===== src/rtl/mii_tx_pkg.sv =====
package mii_tx_pkg;

   typedef enum logic [2:0] {
      ST_LOAD    = 3'd0,
      ST_DEFER   = 3'd1,
      ST_TX      = 3'd2,
      ST_JAM     = 3'd3,
      ST_BACKOFF = 3'd4
   } tx_state_e;

   localparam logic [3:0] NIB_PRE   = 4'h5;
   localparam logic [3:0] NIB_SFD   = 4'hD;
   localparam int         HDR_NIBS  = 16;

endpackage


===== src/rtl/mii_tx_lfsr.sv =====
module mii_tx_lfsr #(
   parameter int             W     = 16,
   parameter int             OUT_W = 10,
   parameter logic [W-1:0]   SEED  = W'(16'hACE1)
) (
   input  logic             clk,
   input  logic             rst_n,
   output logic [OUT_W-1:0] rnd
);

   logic [W-1:0] q;
   logic         fb;

   generate
      if (W == 16) begin : g_taps16
         assign fb = q[15] ^ q[13] ^ q[12] ^ q[10];
      end else if (W == 32) begin : g_taps32
         assign fb = q[31] ^ q[21] ^ q[1] ^ q[0];
      end else begin : g_bad_w
         $error("mii_tx_lfsr: W must be 16 or 32");
      end
      if (OUT_W > W) begin : g_bad_out
         $error("mii_tx_lfsr: OUT_W exceeds W");
      end
      if (SEED == '0) begin : g_bad_seed
         $error("mii_tx_lfsr: SEED must be nonzero");
      end
   endgenerate

   always_ff @(posedge clk or negedge rst_n) begin
      if (!rst_n) q <= SEED;
      else        q <= {q[W-2:0], fb};
   end

   assign rnd = q[OUT_W-1:0];

endmodule


===== src/rtl/mii_tx_framebuf.sv =====
module mii_tx_framebuf #(
   parameter int DEPTH = 128,
   localparam int AW   = $clog2(DEPTH)
) (
   input  logic          clk,
   input  logic          we,
   input  logic [AW-1:0] waddr,
   input  logic [7:0]    wdata,
   input  logic [AW-1:0] raddr,
   output logic [7:0]    rdata
);

   logic [7:0] mem [DEPTH];

   always_ff @(posedge clk) begin
      if (we) mem[waddr] <= wdata;
   end

   assign rdata = mem[raddr];

endmodule


===== src/rtl/mii_tx_backoff.sv =====
module mii_tx_backoff #(
   parameter int  SLOT_NIBBLES = 128,
   parameter int  CAP          = 10,
   parameter int  ATT_W        = 5,
   localparam int REM_W        = CAP + $clog2(SLOT_NIBBLES + 1)
) (
   input  logic             clk,
   input  logic             rst_n,
   input  logic             load,
   input  logic [ATT_W-1:0] collisions,
   input  logic [CAP-1:0]   rnd,
   output logic             expired
);

   logic [CAP-1:0]   mask;
   logic [CAP-1:0]   slots;
   logic [REM_W-1:0] rem;

   // one mask bit per possible exponent step: bit i opens once n > i
   generate
      for (genvar i = 0; i < CAP; i++) begin : g_mask
         assign mask[i] = (32'(collisions) > i);
      end
   endgenerate

   assign slots = rnd & mask;

   always_ff @(posedge clk or negedge rst_n) begin
      if (!rst_n)             rem <= '0;
      else if (load)          rem <= REM_W'(slots) * REM_W'(SLOT_NIBBLES);
      else if (rem != '0)     rem <= rem - REM_W'(1);
   end

   assign expired = (rem == '0);

endmodule


===== src/rtl/mii_tx_mac.sv =====
module mii_tx_mac
   import mii_tx_pkg::*;
#(
   parameter int          DEPTH        = 128,
   parameter int          IFG_NIBBLES  = 24,
   parameter int          JAM_NIBBLES  = 8,
   parameter logic [3:0]  JAM_VALUE    = 4'h9,
   parameter int          SLOT_NIBBLES = 128,
   parameter int          BACKOFF_CAP  = 10,
   parameter int          MAX_ATTEMPTS = 16,
   parameter int          LFSR_W       = 16,
   parameter logic [31:0] LFSR_SEED    = 32'h0000ACE1
) (
   input  logic       clk,
   input  logic       rst_n,
   input  logic       full_duplex,
   input  logic       crs,
   input  logic       col,
   input  logic [7:0] in_data,
   input  logic       in_valid,
   input  logic       in_last,
   output logic       in_ready,
   output logic [3:0] txd,
   output logic       tx_en,
   output logic       excess_col
);

   localparam int AW    = $clog2(DEPTH);
   localparam int LEN_W = AW + 1;
   localparam int POS_W = $clog2(2 * DEPTH + HDR_NIBS);
   localparam int GAP_W = $clog2(IFG_NIBBLES + 1);
   localparam int JAM_W = $clog2(JAM_NIBBLES + 1);
   localparam int ATT_W = $clog2(MAX_ATTEMPTS + 1);

   generate
      if (DEPTH < 2) begin : g_bad_depth
         $error("mii_tx_mac: DEPTH must be at least 2");
      end
      if (IFG_NIBBLES < 1 || JAM_NIBBLES < 1 || MAX_ATTEMPTS < 1) begin : g_bad_cnt
         $error("mii_tx_mac: gap, jam and attempt counts must be positive");
      end
      if (BACKOFF_CAP < 1 || BACKOFF_CAP > LFSR_W) begin : g_bad_cap
         $error("mii_tx_mac: BACKOFF_CAP must lie in 1..LFSR_W");
      end
      if (SLOT_NIBBLES < 1) begin : g_bad_slot
         $error("mii_tx_mac: SLOT_NIBBLES must be positive");
      end
   endgenerate

   tx_state_e         state;
   logic [AW-1:0]     wr;
   logic [LEN_W-1:0]  len;
   logic [GAP_W-1:0]  gap;
   logic [POS_W-1:0]  pos;
   logic [JAM_W-1:0]  jcnt;
   logic [ATT_W-1:0]  att;
   logic              exc_q;

   logic              half;
   logic              jam_end;
   logic [POS_W-1:0]  last_pos;
   logic [7:0]        rd_byte;
   logic [BACKOFF_CAP-1:0] rnd;
   logic              bo_expired;

   assign half     = !full_duplex;
   assign jam_end  = (state == ST_JAM) && (jcnt == JAM_W'(JAM_NIBBLES - 1));
   assign last_pos = POS_W'({len, 1'b0}) + POS_W'(HDR_NIBS - 1);

   mii_tx_framebuf #(.DEPTH(DEPTH)) u_buf (
      .clk   (clk),
      .we    (state == ST_LOAD && in_valid),
      .waddr (wr),
      .wdata (in_data),
      .raddr (AW'((pos - POS_W'(HDR_NIBS)) >> 1)),
      .rdata (rd_byte)
   );

   mii_tx_lfsr #(
      .W     (LFSR_W),
      .OUT_W (BACKOFF_CAP),
      .SEED  (LFSR_W'(LFSR_SEED))
   ) u_lfsr (
      .clk   (clk),
      .rst_n (rst_n),
      .rnd   (rnd)
   );

   mii_tx_backoff #(
      .SLOT_NIBBLES (SLOT_NIBBLES),
      .CAP          (BACKOFF_CAP),
      .ATT_W        (ATT_W)
   ) u_backoff (
      .clk        (clk),
      .rst_n      (rst_n),
      .load       (jam_end),
      .collisions (att + ATT_W'(1)),
      .rnd        (rnd),
      .expired    (bo_expired)
   );

   always_ff @(posedge clk or negedge rst_n) begin
      if (!rst_n) begin
         state <= ST_LOAD;
         wr    <= '0;
         len   <= '0;
         gap   <= '0;
         pos   <= '0;
         jcnt  <= '0;
         att   <= '0;
         exc_q <= 1'b0;
      end else begin
         exc_q <= 1'b0;
         unique case (state)
            ST_LOAD: begin
               if (in_valid) begin
                  if (in_last || wr == AW'(DEPTH - 1)) begin
                     len   <= LEN_W'(wr) + LEN_W'(1);
                     wr    <= '0;
                     gap   <= '0;
                     att   <= '0;
                     state <= ST_DEFER;
                  end else begin
                     wr <= wr + AW'(1);
                  end
               end
            end
            ST_DEFER: begin
               if (half && crs) begin
                  gap <= '0;
               end else if (gap == GAP_W'(IFG_NIBBLES - 1)) begin
                  pos   <= '0;
                  state <= ST_TX;
               end else begin
                  gap <= gap + GAP_W'(1);
               end
            end
            ST_TX: begin
               if (half && col) begin
                  jcnt  <= '0;
                  state <= ST_JAM;
               end else if (pos == last_pos) begin
                  state <= ST_LOAD;
               end else begin
                  pos <= pos + POS_W'(1);
               end
            end
            ST_JAM: begin
               if (jam_end) begin
                  att <= att + ATT_W'(1);
                  if (att + ATT_W'(1) == ATT_W'(MAX_ATTEMPTS)) begin
                     exc_q <= 1'b1;
                     state <= ST_LOAD;
                  end else begin
                     state <= ST_BACKOFF;
                  end
               end else begin
                  jcnt <= jcnt + JAM_W'(1);
               end
            end
            ST_BACKOFF: begin
               if (bo_expired) begin
                  gap   <= '0;
                  state <= ST_DEFER;
               end
            end
            default: state <= ST_LOAD;
         endcase
      end
   end

   always_comb begin
      txd = 4'h0;
      if (state == ST_TX) begin
         if (pos < POS_W'(HDR_NIBS - 1))       txd = NIB_PRE;
         else if (pos == POS_W'(HDR_NIBS - 1)) txd = NIB_SFD;
         else if (!pos[0])                     txd = rd_byte[3:0];
         else                                  txd = rd_byte[7:4];
      end else if (state == ST_JAM) begin
         txd = JAM_VALUE;
      end
   end

   assign tx_en      = (state == ST_TX) || (state == ST_JAM);
   assign in_ready   = (state == ST_LOAD);
   assign excess_col = exc_q;

endmodule



===== config.mk =====
export PLATFORM = sky130hd
export DESIGN_NAME = mii_tx_mac
export DESIGN_NICKNAME = d
export VERILOG_FILES = /design/src/rtl/mii_tx_pkg.sv /design/src/rtl/mii_tx_lfsr.sv /design/src/rtl/mii_tx_framebuf.sv /design/src/rtl/mii_tx_backoff.sv /design/src/rtl/mii_tx_mac.sv
export SDC_FILE = /design/constraint.sdc
export NUM_CORES = 1
export LEC_CHECK = 0
export BUFFER_PORTS_ARGS = -buffer_cell sky130_fd_sc_hd__buf_4
export CAP_MARGIN = 40
export CORE_MARGIN = 2
export CORE_UTILIZATION = 30
export DETAILED_ROUTE_END_ITERATION = 8
export PLACE_DENSITY = 0.42
export SLEW_MARGIN = 40
export SYNTH_ARGS = -nofsm -noshare
export SYNTH_HDL_FRONTEND = slang
export SYNTH_SLANG_ARGS = --single-unit

===== constraint.sdc =====
create_clock -name clk -period 6.5 [get_ports clk]
set_input_delay 0.975 -clock clk [delete_from_list [all_inputs] [get_ports clk]]
set_output_delay 0.975 -clock clk [all_outputs]
set_load 0.03 [all_outputs]

==> results of run 1 <==
-- kinds of logic after synthesis --
family          count (synthesis)  synth area share [%]
simple gates                  427                 4.579
mux                           315                 14.27
buf+inv                       147                 2.016
compound gates                261                 4.015
xor+xnor                       37                0.7344
fa+ha+maj                      13                0.3686
flops                        1100                 74.02
-- layer usage --
metal  up-vias  track usage [%]
met2       629            27.58
met1     12350            23.41
met4         0            5.717
met3       180            3.026
li1       9574                -
met5         -                0
-- registers in the layout, summed over array words and instances, names as in the netlist, 5 cells and up --
name,flops
u_buf.mem,1024
u_backoff.rem,18
u_lfsr.q,16
pos,9
len,8
wr,7
att,5
gap,5
-- area by class of cell --
type | count | area share (%)
clock buffer | 146 | 6.098
clock inverter | 79 | 1.678
inverter | 17 | 0.1255
multi-input combinational | 1053 | 21.61
sequential | 1100 | 64.26
tap | 1917 | 4.718
timing repair buffer | 77 | 1.504
-- power breakdown --
part / internal, mW / total [mW] / switching (mW)
clock: 3.99 / 6.88 / 2.89
sequential: 7.87 / 8.12 / 0.247
combinational: 1.45 / 3.58 / 2.13
total: 13.3 / 18.6 / 5.27
-- worst min-delay path by stage --
stage,start,to,slack [ns],depth (start not counted)
floorplan,u_lfsr.q[14],u_lfsr.q[15],0.33,0
global placement,u_lfsr.q[14],u_lfsr.q[15],0.34,0
detailed placement,u_lfsr.q[14],u_lfsr.q[15],0.34,0
CTS,rst_n,jcnt[1],0.23,1
global route,rst_n,gap[2],0.29,1
finish,rst_n,gap[2],0.27,1
-- through the flow --
stage / instances / power (mW)
global route: 4389 / 19.28
finish: 4389 / 18.58
detailed placement: 4160 / 11.91
CTS: 4385 / 18.84
floorplan: 2300 / 10.51
global placement: 4159 / 11.89
-- layout by cell type, fill, tap and decap left out, drive strengths merged, types with 11 or more instances in the layout --
master     n
buf       76
mux4     244
nand2b    12
nor4      11
clkbuf   147
nand3     51
xnor2     18
inv       19
nor2     175
a31oi     14
a22o      12
a21oi     60
edfxtp  1024
o21ai     40
ha        13
clkinv    56
mux2i     63
nand2     76
nor3      29
nor2b     17
dfrtp     68
xor2      19
bufinv    15
a22oi     61
-- critical path, stage by stage, from the launching register on --
cell and delay (ns):
dfrtp_1 0.51, inv_1 0.18, ha_4 0.66, buf_12 0.31
mux4_2 0.34, nor2b_1 0.15, a211oi_1 0.62, a2111oi_0 0.23
buf_4 0.21, nor4_1 0.27, a41oi_1 0.38, buf_4 0.30
==> impl_metrics.yaml, run 1 <==
sta:
  setup_viol: 0
  slew_violations: 0
  fin_crit_sh_pct: 91.59
  slew_headroom_pct: 40.48
  fmax_mhz: 168.0
  layout_min_cycle_time_ns: 5.953
  fin_skew_ns: 0.03143
  rsz0062_at_grt: "false"
  worstMarginPinSlew_ns: 0.8910
  hold_ws_ns: 0.2711
  hold_viol: 0
  setup_tns_ns: 0
  setup_slack_ns: 0.5466
setup_path:
  start_kind: "flip-flop"
  crit_end: "txd[0]"
  crit_type: "reg2out"
  startpoint: "pos[5]"
  reg2reg_depth: 4
  reg2reg_from: "state[0]"
  cp_max_fo: 26
  worstPathRequired_ns: 5.52
  reg2reg_to: "u_buf.mem[44][7]"
  end_kind: "primary output"
  reg2reg_slack_ns: 3.12
  crit_arrival_ns: 4.98
power_and_ir_drop:
  max-vdd-ir-drop_v: 0.0002321
  power_density_nw_per_um2: 365.4
  p_leak_nw: 15.34
cells_and_area:
  utilization_pct: 34.84
  fill_cells: 13560
  seqCellArea_um2: 32670
  multi_input_area_um2: 10990
  diodes: 0
  layout-drive-gt1-share_pct: 25.49
  fin_nets: 2397
  area_growth_pct: 15.22
  stdcell_area_um2: 50840
clock_tree:
  cts_tree: "built"
  clockBufferDepth: 3
  cts.clk_slew.worst_paths_ns: 0.06
  worstSkewPairLatency_ns: 0.76
  cts_max_level: 3
  root_buffer: "clkbuf_16"
  post_cts_buffers: 0
  hold_buffers: 0
  clock_sinks: 1100
  numCtsBuffers: 120
  postCtsResizedCells: 0
floorplan:
  dieArea_um2: 150200
  core_um2: 145900
  fp.dieW_um: 387.5
  start_util_pct: 30.24
  io_pins: 22
  die_height_um: 387.5
  rows: 140
status:
  status: "complete, no violations"
grt:
  grt_max_degree: 93
  grt-ovfl-total: 0
  grt_use_total_pct: 17.11
  grt_antenna_before_repair: 2
  grt_pass1_vias: 23600
  grt_pass1_wl_um: 183600
logic_synthesis:
  netlist_area_um2: 44120
  avgSynthCellArea_um2: 19.18
  synth_top_area_share_pct: 69.69
  synth_most_common_cell: "edfxtp_1"
  syn-num-nets: 2328
  ys_ff_latch: 1100
  synth_edf_count: 1024
  yosysUniqueCellTypes: 81
  synth_top_area_cell: "edfxtp_1"
  synth-seq-area-share_pct: 74.02
  yosys_most_used_dff: "edfxtp_1"
  syn_inst: 2300
  synthTopCellsByArea: "edfxtp_1, mux4_2, dfrtp_1"
  yosys_warnings: 0
  ys_async_sr_fraction_pct: 6.909
  netlist_top_cells_count: "edfxtp_1, mux4_2, nor2_1"
placed_design:
  port_buffers: 21
  place_ws_ns: 1.484
  dpl-instance-area_um2: 46750
  gp_congestion: 0.8649
  place_hpwl_um: 81000
min_path:
  hold_class: "in2async"
detailed_routing:
  topRoutingLayerUsed: "met4"
  dr.pass1.iters: 5
  drt_iter0_markers: 2062
  routed-wl-met2_um: 61890
  viasPerCell: 5.179
  wl_met1_um: 56940
  wire_per_inst_um: 29.37
  routed_wl_um: 128900
  ant_nets: 0
  wl_met3_um: 6630
  drc: 0
  num_vias: 22730
flow_run:
  maxCapViolations: 0
Power figures use the tool's default switching activity.
==> run 2: changes to the inputs <==
- CELL_PAD_IN_SITES_DETAIL_PLACEMENT: default -> 1
- CELL_PAD_IN_SITES_GLOBAL_PLACEMENT: default -> 1
- PLACE_DENSITY: 0.42 -> 0.46
==> run 2 against run 1 <==
Against the previous run: critical path depth stayed put; clock skew is 0.0030 ns lower; count of clock-buffer cells in the layout is 7 higher; highest routed layer is now met5; sequential share of layout area hardly changed; wire length is 5.0% higher; critical path type unchanged; core utilization hardly changed.
==> impl_metrics.yaml, run 2 (same netlist as run 1, synthesis figures left out) <==
placed_design:
  place_ws_ns: 1.273
  gp_congestion: 0.8415
  port_buffers: 21
  place_hpwl_um: 88360
clock_tree:
  cts_max_level: 3
  root_buffer: "clkbuf_16"
  cts_tree: "built"
  postCtsResizedCells: 0
  clockBufferDepth: 3
  worstSkewPairLatency_ns: 0.74
  numCtsBuffers: 120
  post_cts_buffers: 0
  hold_buffers: 0
  cts.clk_slew.worst_paths_ns: 0.06
  clock_sinks: 1100
sta:
  slew_headroom_pct: 42.82
  worstMarginPinSlew_ns: 0.8577
  hold_ws_ns: 0.2735
  hold_viol: 0
  rsz0062_at_grt: "false"
  setup_viol: 0
  setup_tns_ns: 0
  fmax_mhz: 166.6
  fin_crit_sh_pct: 92.34
  layout_min_cycle_time_ns: 6.002
  slew_violations: 0
  setup_slack_ns: 0.4976
  fin_skew_ns: 0.02842
floorplan:
  die_height_um: 387.5
  dieArea_um2: 150200
  io_pins: 22
  rows: 140
  core_um2: 145900
  start_util_pct: 30.24
  fp.dieW_um: 387.5
grt:
  grt_antenna_before_repair: 3
  grt_max_degree: 104
  grt-ovfl-total: 0
  grt_pass1_wl_um: 193200
  grt_use_total_pct: 18.06
  grt_pass1_vias: 23930
cells_and_area:
  area_growth_pct: 15.19
  fill_cells: 14320
  largest_reg_flops: 1024
  layout_commonest_cell: "edfxtp_1"
  top_regs: "u_buf.mem x1024, u_backoff.rem x18, u_lfsr.q x16"
  regMostFlops: "u_buf.mem"
  layout-drive-gt1-share_pct: 26.09
  fin_nets: 2414
  layout_common_cells: "edfxtp_1, mux4_2, clkbuf_16"
setup_path:
  worst_path_max_delay_cell: "a41oi_1"
  crit_type: "reg2out"
  cpPeakStageDelay_ns: 0.62
  crit_arrival_ns: 5.03
  start_kind: "flip-flop"
  path_common_cell: "buf_4"
  path_cells: "inv_1, ha_4, buf_4, buf_4, mux4_2, nor2b_1, a211oi_1, a2111oi_0, nor4_1, a41oi_1, buf_4"
  worstPathRequired_ns: 5.52
  end_kind: "primary output"
  cp_max_fo: 18
flow_run:
  maxCapViolations: 0
power_and_ir_drop:
  power_density_nw_per_um2: 366.0
  finalPower_mw: 18.61
  max-vdd-ir-drop_v: 0.0002203
  p_leak_nw: 15.38
detailed_routing:
  drt_iter0_markers: 2175
  drc: 0
  wire_per_inst_um: 30.76
  viasPerCell: 5.201
  routed_wl_um: 135400
  dr.pass1.iters: 7
  num_vias: 22900
  ant_nets: 0
min_path:
  hold_class: "in2async"
status:
  status: "complete, no violations"
[run 2: changes by cell type in the layout (fill, tap and decap cells not counted), moves of 4 or more]
cell,delta
clkbuf_8,+7
buf_4,+19
buf_12,-4
bufinv_16,-6
clkinv_2,+4
nor2_1,+9
nor2_2,-9
clkinv_1,-11
[run 2: cell type report]
type,count,area [um2],area share [%]
Antenna cell,1,2.502,0.004923
Clock buffer,153,3219,6.334
Clock inverter,67,618.1,1.216
Inverter,17,63.81,0.1255
Multi-Input combinational cell,1053,11010,21.66
Sequential cell,1100,32670,64.28
Tap cell,1917,2399,4.719
Timing Repair Buffer,94,845.8,1.664
[run 2: power by group]
group	internal (mW)	leakage (nW)	switching, mW	total, mW
Sequential	7.87	10.2	0.258	8.13
Combinational	1.47	3.35	2.30	3.76
Clock	3.84	1.86	2.87	6.71
Total	13.2	15.4	5.42	18.6
[run 2: metal layers]
| metal | track usage [%] | vias up | share of wire, % |
|---|---|---|---|
| li1 | - | 9596 | - |
| met1 | 25.74 | 12550 | 46 |
| met2 | 29.06 | 590 | 48 |
| met3 | 2.842 | 155 | 5.0 |
| met4 | 4.091 | 2 | 1.8 |
| met5 | 0 | - | 0.0081 |
[run 2: path summary, 6_finish.rpt]
check	slack (ns)	to	from	cells past startpoint
max	0.50	txd[0]	pos[5]	11
min	0.27	excess_col	rst_n	1
max in group asynchronous	5.72	pos[1]	rst_n	1
max reg2reg	2.95	u_buf.mem[41][0]	state[0]	5
min in group clk	0.36	u_lfsr.q[15]	u_lfsr.q[14]	0
min reg2reg	0.36	u_lfsr.q[15]	u_lfsr.q[14]	0
[run 2: metrics by stage]
| step | instance area (um2) | utilization, % | instances |
|---|---|---|---|
| after floorplan | 44120 | - | 2300 |
| after global placement | 46600 | 31.94 | 4175 |
| after detailed placement | 46860 | 32.12 | 4179 |
| after CTS | 50700 | 34.75 | 4399 |
| after global routing | 50830 | 34.83 | 4401 |
| final | 50830 | 34.83 | 4402 |
[run 2: critical path: cells and delay by family (launching register included)]
kind	cells	cell delay, ns
flops	1	0.50
simple gates	2	0.32
fa+ha+maj	1	0.54
mux	1	0.26
compound gates	3	1.26
buf+inv	4	1.38
